===== src/rtl/pwmc_pkg.sv =====
package pwmc_pkg;
   typedef enum logic [1:0] {
      MODE_FORCE_LO = 2'b00,
      MODE_FORCE_HI = 2'b01,
      MODE_BELOW    = 2'b10,
      MODE_ABOVE    = 2'b11
   } pwmc_mode_e;

   function automatic logic mode_is_forced(input logic [1:0] m);
      return !m[1];
   endfunction
endpackage


===== src/rtl/pwmc_counter.sv =====
module pwmc_counter #(
   parameter int CNT_W = 8
) (
   input  logic             clk,
   input  logic             rst_n,
   input  logic [CNT_W-1:0] period_i,
   input  logic [CNT_W-1:0] thresh_i,
   output logic [CNT_W-1:0] cnt_o,
   output logic [CNT_W-1:0] per_o,
   output logic [CNT_W-1:0] thr_o,
   output logic             wrap_o,
   output logic             upd_o
);
   logic [CNT_W-1:0] cnt_q, per_q, thr_q;
   logic             upd_q;

   assign wrap_o = (cnt_q == per_q);

   always_ff @(posedge clk or negedge rst_n) begin
      if (!rst_n) begin
         cnt_q <= '0;
         per_q <= '0;
         thr_q <= '0;
         upd_q <= 1'b0;
      end else begin
         upd_q <= wrap_o;
         if (wrap_o) begin
            cnt_q <= '0;
            per_q <= period_i;
            thr_q <= thresh_i;
         end else begin
            cnt_q <= cnt_q + 1'b1;
         end
      end
   end

   assign cnt_o = cnt_q;
   assign per_o = per_q;
   assign thr_o = thr_q;
   assign upd_o = upd_q;
endmodule


===== src/rtl/pwmc_trig_filter.sv =====
module pwmc_trig_filter #(
   parameter int FSEL_W      = 2,
   parameter int SYNC_STAGES = 1
) (
   input  logic              clk,
   input  logic              rst_n,
   input  logic              trig_i,
   input  logic              inv_i,
   input  logic [FSEL_W-1:0] fsel_i,
   output logic              filt_o
);
   localparam int MAX_LOG = (1 << FSEL_W) - 1;
   localparam int RUN_W   = (MAX_LOG < 1) ? 1 : MAX_LOG;

   logic              pol;
   logic              samp;
   logic              filt_q;
   logic [RUN_W-1:0]  run_q;
   logic [RUN_W-1:0]  limit;

   assign pol = trig_i ^ inv_i;

   generate
      if (SYNC_STAGES == 1) begin : g_single
         logic s_q;
         always_ff @(posedge clk or negedge rst_n) begin
            if (!rst_n) s_q <= 1'b0;
            else        s_q <= pol;
         end
         assign samp = s_q;
      end else begin : g_chain
         logic [SYNC_STAGES-1:0] ch_q;
         always_ff @(posedge clk or negedge rst_n) begin
            if (!rst_n) ch_q <= '0;
            else        ch_q <= {ch_q[SYNC_STAGES-2:0], pol};
         end
         assign samp = ch_q[SYNC_STAGES-1];
      end
   endgenerate

   always_comb begin
      limit = '0;
      for (int i = 0; i < RUN_W; i++)
         if (i < int'(fsel_i)) limit[i] = 1'b1;
   end

   always_ff @(posedge clk or negedge rst_n) begin
      if (!rst_n) begin
         filt_q <= 1'b0;
         run_q  <= '0;
      end else if (samp == filt_q) begin
         run_q <= '0;
      end else if (run_q == limit) begin
         filt_q <= samp;
         run_q  <= '0;
      end else begin
         run_q <= run_q + 1'b1;
      end
   end

   assign filt_o = filt_q;
endmodule


===== src/rtl/pwmc_ref_gen.sv =====
module pwmc_ref_gen
   import pwmc_pkg::*;
#(
   parameter int CNT_W = 8
) (
   input  logic             clk,
   input  logic             rst_n,
   input  logic [1:0]       mode_i,
   input  logic             clr_en_i,
   input  logic             clr_req_i,
   input  logic             wrap_i,
   input  logic [CNT_W-1:0] cnt_i,
   input  logic [CNT_W-1:0] thr_i,
   output logic             ref_o,
   output logic             lat_o
);
   logic forced, raw, hit, eff, ref_d;
   logic ref_q, lat_q;

   always_comb begin
      forced = mode_is_forced(mode_i);
      unique case (pwmc_mode_e'(mode_i))
         MODE_FORCE_LO: raw = 1'b0;
         MODE_FORCE_HI: raw = 1'b1;
         MODE_BELOW:    raw = (cnt_i <  thr_i);
         MODE_ABOVE:    raw = (cnt_i >= thr_i);
         default:       raw = 1'b0;
      endcase
      hit   = clr_en_i && !forced && clr_req_i;
      eff   = clr_en_i && !forced && (lat_q || clr_req_i);
      ref_d = forced ? raw : (raw && !eff);
   end

   always_ff @(posedge clk or negedge rst_n) begin
      if (!rst_n) begin
         ref_q <= 1'b0;
         lat_q <= 1'b0;
      end else begin
         ref_q <= ref_d;
         if (hit)         lat_q <= 1'b1;
         else if (wrap_i) lat_q <= 1'b0;
      end
   end

   assign ref_o = ref_q;
   assign lat_o = lat_q;
endmodule


===== src/rtl/pwmc_channel.sv =====
module pwmc_channel #(
   parameter int CNT_W       = 8,
   parameter int FSEL_W      = 2,
   parameter int SYNC_STAGES = 1
) (
   input  logic              clk,
   input  logic              rst_n,
   input  logic [CNT_W-1:0]  period_i,
   input  logic [CNT_W-1:0]  thresh_i,
   input  logic [1:0]        mode_i,
   input  logic              clr_en_i,
   input  logic              clr_sel_i,
   input  logic              trig_i,
   input  logic              trig_inv_i,
   input  logic [FSEL_W-1:0] filt_sel_i,
   input  logic              clr_pin_i,
   output logic              ref_o,
   output logic              update_o
);
   generate
      if (CNT_W < 2) begin : g_bad_cnt
         $error("pwmc_channel: CNT_W must be at least 2");
      end
      if (FSEL_W < 1 || FSEL_W > 3) begin : g_bad_fsel
         $error("pwmc_channel: FSEL_W must be 1 to 3");
      end
      if (SYNC_STAGES < 1) begin : g_bad_sync
         $error("pwmc_channel: SYNC_STAGES must be at least 1");
      end
   endgenerate

   logic [CNT_W-1:0] cnt, per, thr;
   logic             wrap, filt, clr_req, clr_lat;

   pwmc_counter #(.CNT_W(CNT_W)) u_cnt (
      .clk(clk), .rst_n(rst_n), .period_i(period_i), .thresh_i(thresh_i),
      .cnt_o(cnt), .per_o(per), .thr_o(thr), .wrap_o(wrap), .upd_o(update_o)
   );

   pwmc_trig_filter #(.FSEL_W(FSEL_W), .SYNC_STAGES(SYNC_STAGES)) u_filt (
      .clk(clk), .rst_n(rst_n), .trig_i(trig_i), .inv_i(trig_inv_i),
      .fsel_i(filt_sel_i), .filt_o(filt)
   );

   assign clr_req = clr_sel_i ? filt : clr_pin_i;

   pwmc_ref_gen #(.CNT_W(CNT_W)) u_ref (
      .clk(clk), .rst_n(rst_n), .mode_i(mode_i), .clr_en_i(clr_en_i),
      .clr_req_i(clr_req), .wrap_i(wrap), .cnt_i(cnt), .thr_i(thr),
      .ref_o(ref_o), .lat_o(clr_lat)
   );
endmodule


===== config.mk =====
export PLATFORM = sky130hd
export DESIGN_NAME = pwmc_channel
export DESIGN_NICKNAME = d
export VERILOG_FILES = /design/src/rtl/pwmc_pkg.sv /design/src/rtl/pwmc_counter.sv /design/src/rtl/pwmc_trig_filter.sv /design/src/rtl/pwmc_ref_gen.sv /design/src/rtl/pwmc_channel.sv
export SDC_FILE = /design/constraint.sdc
export NUM_CORES = 1
export LEC_CHECK = 0
export ABC_CLOCK_PERIOD_IN_PS = 1900
export BUFFER_PORTS_ARGS = -buffer_cell sky130_fd_sc_hd__buf_2
export CAP_MARGIN = 10
export CORE_MARGIN = 3
export CORE_UTILIZATION = 42
export CTS_CLUSTER_DIAMETER = 120
export DETAILED_ROUTE_END_ITERATION = 6
export SETUP_SLACK_MARGIN = 0.02
export SLEW_MARGIN = 30
export SYNTH_ARGS = -nofsm -noshare
export SYNTH_HDL_FRONTEND = slang
export SYNTH_SLANG_ARGS = --single-unit

===== constraint.sdc =====
create_clock -name clk -period 1.9 [get_ports clk]
set_input_delay 0.095 -clock clk [delete_from_list [all_inputs] [get_ports clk]]
set_output_delay 0.095 -clock clk [all_outputs]
set_load 0.05 [all_outputs]

==> results of run 1 <==
-- cells in the mapped netlist (all sizes together) --
cell and n:
xor2 6, a2111oi 1, a21o 1, nor2b 3, a211oi 1, and3 2
nand2b 1, o211ai 1, buf 3, nand3 5, o21a 1, dfrtp 32
o21ai 13, a21oi 5, mux2i 1, and3b 1, xnor2 11, ha 10
nor4b 1, nand2 8, inv 9, or3 1, nor3b 1, nor2 10
mux2 10, nor3 3, nand4 4
-- registers in the layout, summed over array words and instances (netlist names) --
name                 count
u_filt.run_q             3
u_cnt.per_o              8
u_cnt.cnt_o              8
u_filt.filt_o            1
u_cnt.upd_o              1
u_cnt.thr_o              8
u_ref.ref_o              1
u_ref.lat_o              1
u_filt.g_single.s_q      1
-- timing repair --
action,CTS,global route
resized for setup,0,3
hold endpoints to repair,33,0
endpoints found under the setup margin,0,1
hold buffers,3,0
-- worst paths after layout --
kind | slack, ns | depth (start not counted) | endpoint | start
setup reg to reg | 0.09 | 7 | u_ref.ref_o$_DFF_PN0_ | u_cnt.cnt_o[0]$_DFF_PN0_
max in group asynchronous | 1.02 | 2 | u_cnt.cnt_o[0]$_DFF_PN0_ | rst_n
hold / removal | 0.02 | 3 | u_cnt.thr_o[2]$_DFFE_PN0P_ | thresh_i[2]
hold reg to reg | 0.51 | 1 | u_filt.run_q[0]$_DFF_PN0_ | u_filt.run_q[0]$_DFF_PN0_
min in group asynchronous | 0.40 | 2 | u_cnt.thr_o[4]$_DFFE_PN0P_ | rst_n
setup / recovery | 0.09 | 7 | u_ref.ref_o$_DFF_PN0_ | u_cnt.cnt_o[0]$_DFF_PN0_
-- routing by layer --
| layer | GRT usage | up-vias | share of wire | wire length, um |
|---|---|---|---|---|
| met5 | 0 | - | 0 | 0 |
| met4 | 0.0769 | 0 | 0.026 | 80 |
| met3 | 0.0575 | 8 | 0.059 | 183 |
| met2 | 0.239 | 32 | 0.47 | 1450 |
| met1 | 0.184 | 545 | 0.44 | 1370 |
| li1 | - | 577 | - | - |
-- cells by family (layout without fill, tap and decap cells) --
family	count (synthesis)	after routing	synth area share
buffers and inverters	12	51	0.0338
adders and majority gates	10	10	0.0769
muxes	11	11	0.0938
xor gates and xnor gates	17	17	0.0915
DFF	32	32	0.492
and+or+nand+nor	40	40	0.132
AOI/OAI and AO/OA	23	23	0.0792
-- critical path: stages (launching register included) --
cell	delay, ns
dfrtp_2	0.43
inv_1	0.06
ha_1	0.27
nand2b_1	0.15
a2111oi_2	0.38
nor3_1	0.12
o21ai_0	0.19
a21oi_1	0.09
-- power by group --
group	switching [uW]	total (uW)	internal, uW
Clock	231	526	295
Sequential	253	1240	986
Combinational	586	1240	656
-- stage by stage --
step	total power, uW	cell area, um^2	setup slack, ns
after floorplan	2130	1630	0.254
after global placement	2360	1830	0.145
final	3010	1950	0.0908
after global routing	3260	1950	-0.0341
after detailed placement	2430	1830	0.102
after CTS	2990	1950	0.0733
-- final cells by class --
class                   count  area (um^2)  share of cell area
flip-flops and latches     32          802               0.411
multi-input cells         101          777               0.398
repair buffers             34          193              0.0987
clock buffers               8         90.1              0.0461
well taps                  46         57.6              0.0295
inverters                   9         33.8              0.0173
==> key figures, run 1 <==
Status
  – Status: complete, no violations

Timing
  – Final number of setup-violating endpoints: 0
  – Clk_skew: between 0.005 and 0.006 ns
  – Final Hold Vio Count: 0
  – Setup TNS Final: 0 ns
  – Max-slew violations: 0
  – Slew margin rel.: 0.535
  – Period utilisation layout: 0.952
  – Hold_ws: 0.0168 ns
  – Period minus WS final: 1.81 ns
  – Worst Tran Pin Value: approximately 0.7 ns
  – F_max: ~0.55 GHz

Die
  – I/O pin cnt: 29
  – Core area: about 3500 um^2
  – Height of the die: between 60 and 70 um
  – Die W: around 70 um
  – Die footprint: between 4000 and 5000 um^2
  – Initial core utilization: 0.462
  – Row count: 21

Routing
  – Final WL: 3080 um
  – WL per Instance: around 13 um
  – Vias per Instance: roughly 5.1
  – Post-route DRC: 0
  – Post-route ant nets: 0
  – Vias: ~1.2k
  – Drt pass-1 iters: 4
  – Number of DRC markers in iteration 0: 29

Place
  – Post-detail-place hpwl: ~2200 um
  – Placed instance count: about 220
  – Routability cong.: 0.784
  – Count of buffers from port buffering: 28

Clock tree
  – CTS Buf Count: 5
  – Root buffer cell: clkbuf_8
  – # H-tree levels: 2
  – Maximum clock path buffer count: 2
  – Clk_lat worst skew: 0.28 ns
  – Setup bufs post-CTS: 0
  – TritonCTS clock tree: done
  – Clock-pin slew on the worst setup and hold paths: approximately 0.06 ns
  – Sink Count: 32

Setup path
  – CP Capture Type: register
  – Critical Path AT: between 1.5 and 2 ns
  – Worst Setup Start Kind: register
  – Worst Path Required: 2.06 ns
  – Crit path kind: reg2reg
  – Critical Path Fanout Max: 7

Run
  – Max-cap violations: 0

Synthesis
  – Synth area leader: dfrtp_1
  – Post-Syn Nets: 182
  – Synthesis warning total: 0
  – Top cells by area, synth: dfrtp_1 49%, ha_1 7.7%, mux2_4 7.4%
  – Post-synthesis sequential area ratio: 0.492
  – Post-synth top area share: 0.492
  – Synthesis-stage register bit count: 32
  – Cell variety after synth: 32
  – Mapped Area: 1630 um^2
  – Mapped Cells: between 100 and 150
  – Post-Syn Area per Cell: 11.2 um^2

Global routing
  – Gr usage total: 0.153
  – First-pass GRT wire length: 5110 um
  – Vias in the first global route: 1190
  – Antenna violations before repair: 0
  – Grt ovf: 0
  – Largest net degree at the start of global routing: 33

Layout
  – Synth-to-layout area growth: 20.1%
  – Share of layout cells above drive strength 1: 0.277
  – Fin nets: 220
  – Final Util: 0.555
  – Most frequent cells in the layout: 31 x dfrtp_1, 28 x buf_2, 11 x xnor2_1
  – Diode count: 0
  – Most common cell after layout, fill and taps aside: dfrtp_1
  – Finished Layout Cells: between 200 and 250
  – Layout fillers: 318

Power and ir drop
  – Static Leak: 0.000917 uW
  – Pwr Density: approximately 1500 nW/um^2
  – Max VDD drop: ~0.00075 V

Min path
  – Hold Path Class: in2reg
No activity file was read; power rests on OpenSTA's default activity.
==> inputs of run 2 (changes only) <==
--- a/config.mk
+++ b/config.mk
@@ -10,6 +10,7 @@
 export CAP_MARGIN = 10
 export CORE_MARGIN = 3
 export CORE_UTILIZATION = 42
+export CTS_BUF_LIST = sky130_fd_sc_hd__clkbuf_16
 export CTS_CLUSTER_DIAMETER = 120
 export DETAILED_ROUTE_END_ITERATION = 6
 export SETUP_SLACK_MARGIN = 0.02
==> run 2 against run 1 <==
Clock-buffer cell count down 3. Worst setup slack worse by 0.017 ns. Routed wire length up 2.4%. Clock skew down 0.0036 ns. Largest cell class unchanged. Highest routed layer unchanged.
==> key figures, run 2 (synthesis results as in run 1) <==
Layout
  – Post-route cell area: 2020 um^2 (+3.2%)
  – Layout fillers: 310 (-2.5%)
  – Most frequent cells in the layout: 30 x dfrtp_1, 28 x buf_2, 11 x inv_1, 11 x xnor2_1, 10 x ha_1
  – Fin nets: 222 (+0.91%)
  – Diode count: 0 (unchanged)
  – Synth-to-layout area growth: 23.9%
  – Share of layout cells above drive strength 1: 0.285 (+0.00777)
  – Final Util: 0.572 (+0.0178)
  – Most common cell after layout, fill and taps aside: dfrtp_1

Die
  – Initial core utilization: 0.462 (unchanged)
  – Die footprint: 4660 um^2 (unchanged)
  – Height of the die: 68.2 um (unchanged)
  – Die W: 68.2 um (unchanged)
  – Row count: 21 (unchanged)
  – Core area: 3520 um^2 (unchanged)
  – I/O pin cnt: 29 (unchanged)

Clock tree
  – Maximum clock path buffer count: 2 (unchanged)
  – Root buffer cell: clkbuf_16
  – # H-tree levels: 2 (unchanged)
  – Clk_lat worst skew: 0.27 ns (about the same)
  – CTS Buf Count: 5 (unchanged)
  – Clock-pin slew on the worst setup and hold paths: 0.05 ns (about the same)
  – TritonCTS clock tree: done
  – Sink Count: 32 (unchanged)

Timing
  – F_max: 0.547 GHz (-0.95%)
  – Final Hold Vio Count: 0 (unchanged)
  – Worst Tran Pin Value: 0.705 ns (+0.00724 ns)
  – Max-slew violations: 0 (unchanged)
  – Clk_skew: 0.00188 ns (-0.00360 ns)
  – Period minus WS final: 1.83 ns (+0.0173 ns)
  – Setup ws final: 0.0735 ns (-0.0173 ns)
  – Final number of setup-violating endpoints: 0 (unchanged)
  – RSZ-0062 raised after global routing: no
  – Setup TNS Final: 0 ns (unchanged)
  – Slew margin rel.: 0.530 (-0.00483)
  – Period utilisation layout: 0.961 (+0.00911)

Power and ir drop
  – Seq pwr share: 0.380 (-0.032)
  – Internal Pwr Total: 2130 uW (+10%)
  – Pwr Density: 1610 nW/um^2 (+4.5%)
  – Switching share of power: 0.342 (-0.0142)
  – Logic pwr share: 0.395 (-0.018)
  – Static Leak: 0.000955 uW (+4.1%)
  – Power, Total: 3240 uW (+7.8%)
  – Clock power frac: 0.226 (+0.051)
  – Max VDD drop: 0.000663 V (-11%)
  – Switching Power: 1110 uW (+3.5%)

Setup path
  – Crit path largest cell delay: 0.45 ns (+0.02 ns)
  – CP most frequent cell: a21oi_1
  – CP Capture Type: register
  – Critical path's slowest cell: dfrtp_2
  – Crit path kind: reg2reg
  – Critical Path Fanout Max: 6 (-1)
  – Critical Path AT: 2.00 ns (+0.03 ns)
  – Worst Path Required: 2.08 ns (+0.02 ns)
  – Worst Setup Start Kind: register
  – Crit path cell chain: ha_1 > nor2b_1 > o211ai_1 > a21oi_1 > or3_1 > a21oi_1

Global routing
  – Grt ovf: 0 (unchanged)
  – First-pass GRT wire length: 5290 um (+3.4%)
  – Antenna violations before repair: 0 (unchanged)
  – Largest net degree at the start of global routing: 33 (unchanged)
  – Vias in the first global route: 1194 (+0.34%)
  – Gr usage total: 0.160 (+0.00729)

Routing
  – Final WL: 3150 um (+2.4%)
  – Post-route ant nets: 0 (unchanged)
  – Vias: 1168 (+0.52%)
  – WL per Instance: 13.6 um (+1.5%)
  – Drt pass-1 iters: 4 (unchanged)
  – Vias per Instance: 5.03 (-0.35%)
  – Number of DRC markers in iteration 0: 47 (+62%)
  – Post-route DRC: 0 (unchanged)

Run
  – Max-cap violations: 0 (unchanged)

Min path
  – Hold Path Class: in2reg

Place
  – DP Area: 1830 um^2 (unchanged)
  – Place WS: 0.102 ns (unchanged)
  – Routability cong.: 0.784 (unchanged)
  – Count of buffers from port buffering: 28 (unchanged)
  – Post-detail-place hpwl: 2250 um (unchanged)

Status
  – Status: complete, no violations
-- run 2: cell types whose count changed in the layout (fill, tap and decap cells not counted) --
cell | previous run | this run
clkbuf_8 | 6 | 0
inv_1 | 9 | 11
clkbuf_1 | 2 | 0
clkbuf_16 | 0 | 5
dfrtp_1 | 31 | 30
clkinv_1 | 0 | 1
buf_4 | 3 | 5
dfrtp_2 | 1 | 2
-- run 2: path summary, 6_finish.rpt --
| kind | from | to | slack (ns) | cells after the start |
|---|---|---|---|---|
| setup / recovery | u_cnt.cnt_o[1]$_DFF_PN0_ | u_ref.ref_o$_DFF_PN0_ | 0.07 | 6 |
| hold / removal | thresh_i[2] | u_cnt.thr_o[2]$_DFFE_PN0P_ | 0.03 | 3 |
| setup reg to reg | u_cnt.cnt_o[1]$_DFF_PN0_ | u_ref.ref_o$_DFF_PN0_ | 0.07 | 6 |
| hold reg to reg | u_filt.run_q[0]$_DFF_PN0_ | u_filt.run_q[0]$_DFF_PN0_ | 0.51 | 1 |
| max in group asynchronous | rst_n | u_cnt.cnt_o[1]$_DFF_PN0_ | 1.00 | 2 |
| min in group asynchronous | rst_n | u_filt.run_q[2]$_DFF_PN0_ | 0.41 | 2 |
-- run 2: through the flow --
step / hold slack [ns] / std cells
floorplan: -0.201 / 145
global placement: 0.181 / 219
detailed placement: 0.186 / 219
CTS: 0.0206 / 230
global route: 0.0366 / 232
finish: 0.0271 / 232
-- run 2: layout make-up --
type / instances / area (um^2) / area share
inverter: 9 / 33.8 / 0.0168
sequential: 32 / 803 / 0.399
tap: 46 / 57.6 / 0.0286
multi-input combinational: 101 / 777 / 0.385
timing repair buffer: 36 / 208 / 0.103
clock inverter: 3 / 11.3 / 0.00559
clock buffer: 5 / 125 / 0.0621
-- run 2: power groups by stage --
stage          combinational (uW)  clock [uW]  sequential [uW]
2_1_floorplan                 905           0             1220
3_3_place_gp                 1120           0             1240
3_5_place_dp                 1180           0             1250
4_1_cts                      1210         756             1240
5_1_grt                      1440         784             1270
6_report                     1280         732             1230
-- run 2: timing repair --
item	4_1_cts	5_1_grt
setup buffers	0	2
setup endpoints to repair	0	1
resized for setup	0	4
hold buffers	3	0
hold endpoints to repair	33	0
-- run 2: worst max-delay path, delay by kind of cell (launching register included) --
family	cells	cell delay, ns
flops	1	0.45
compound gates	3	0.44
fa+ha+maj	1	0.34
simple gates	2	0.50
-- run 2: per-layer routing --
metal / routed length [um] / share of wire / GRT usage / vias up
met5: 0 / 0 / 0 / -
met4: 27 / 0.0086 / 0.0720 / 0
met1: 1420 / 0.45 / 0.193 / 548
met2: 1520 / 0.48 / 0.252 / 32
met3: 175 / 0.056 / 0.0640 / 5
li1: - / - / - / 583
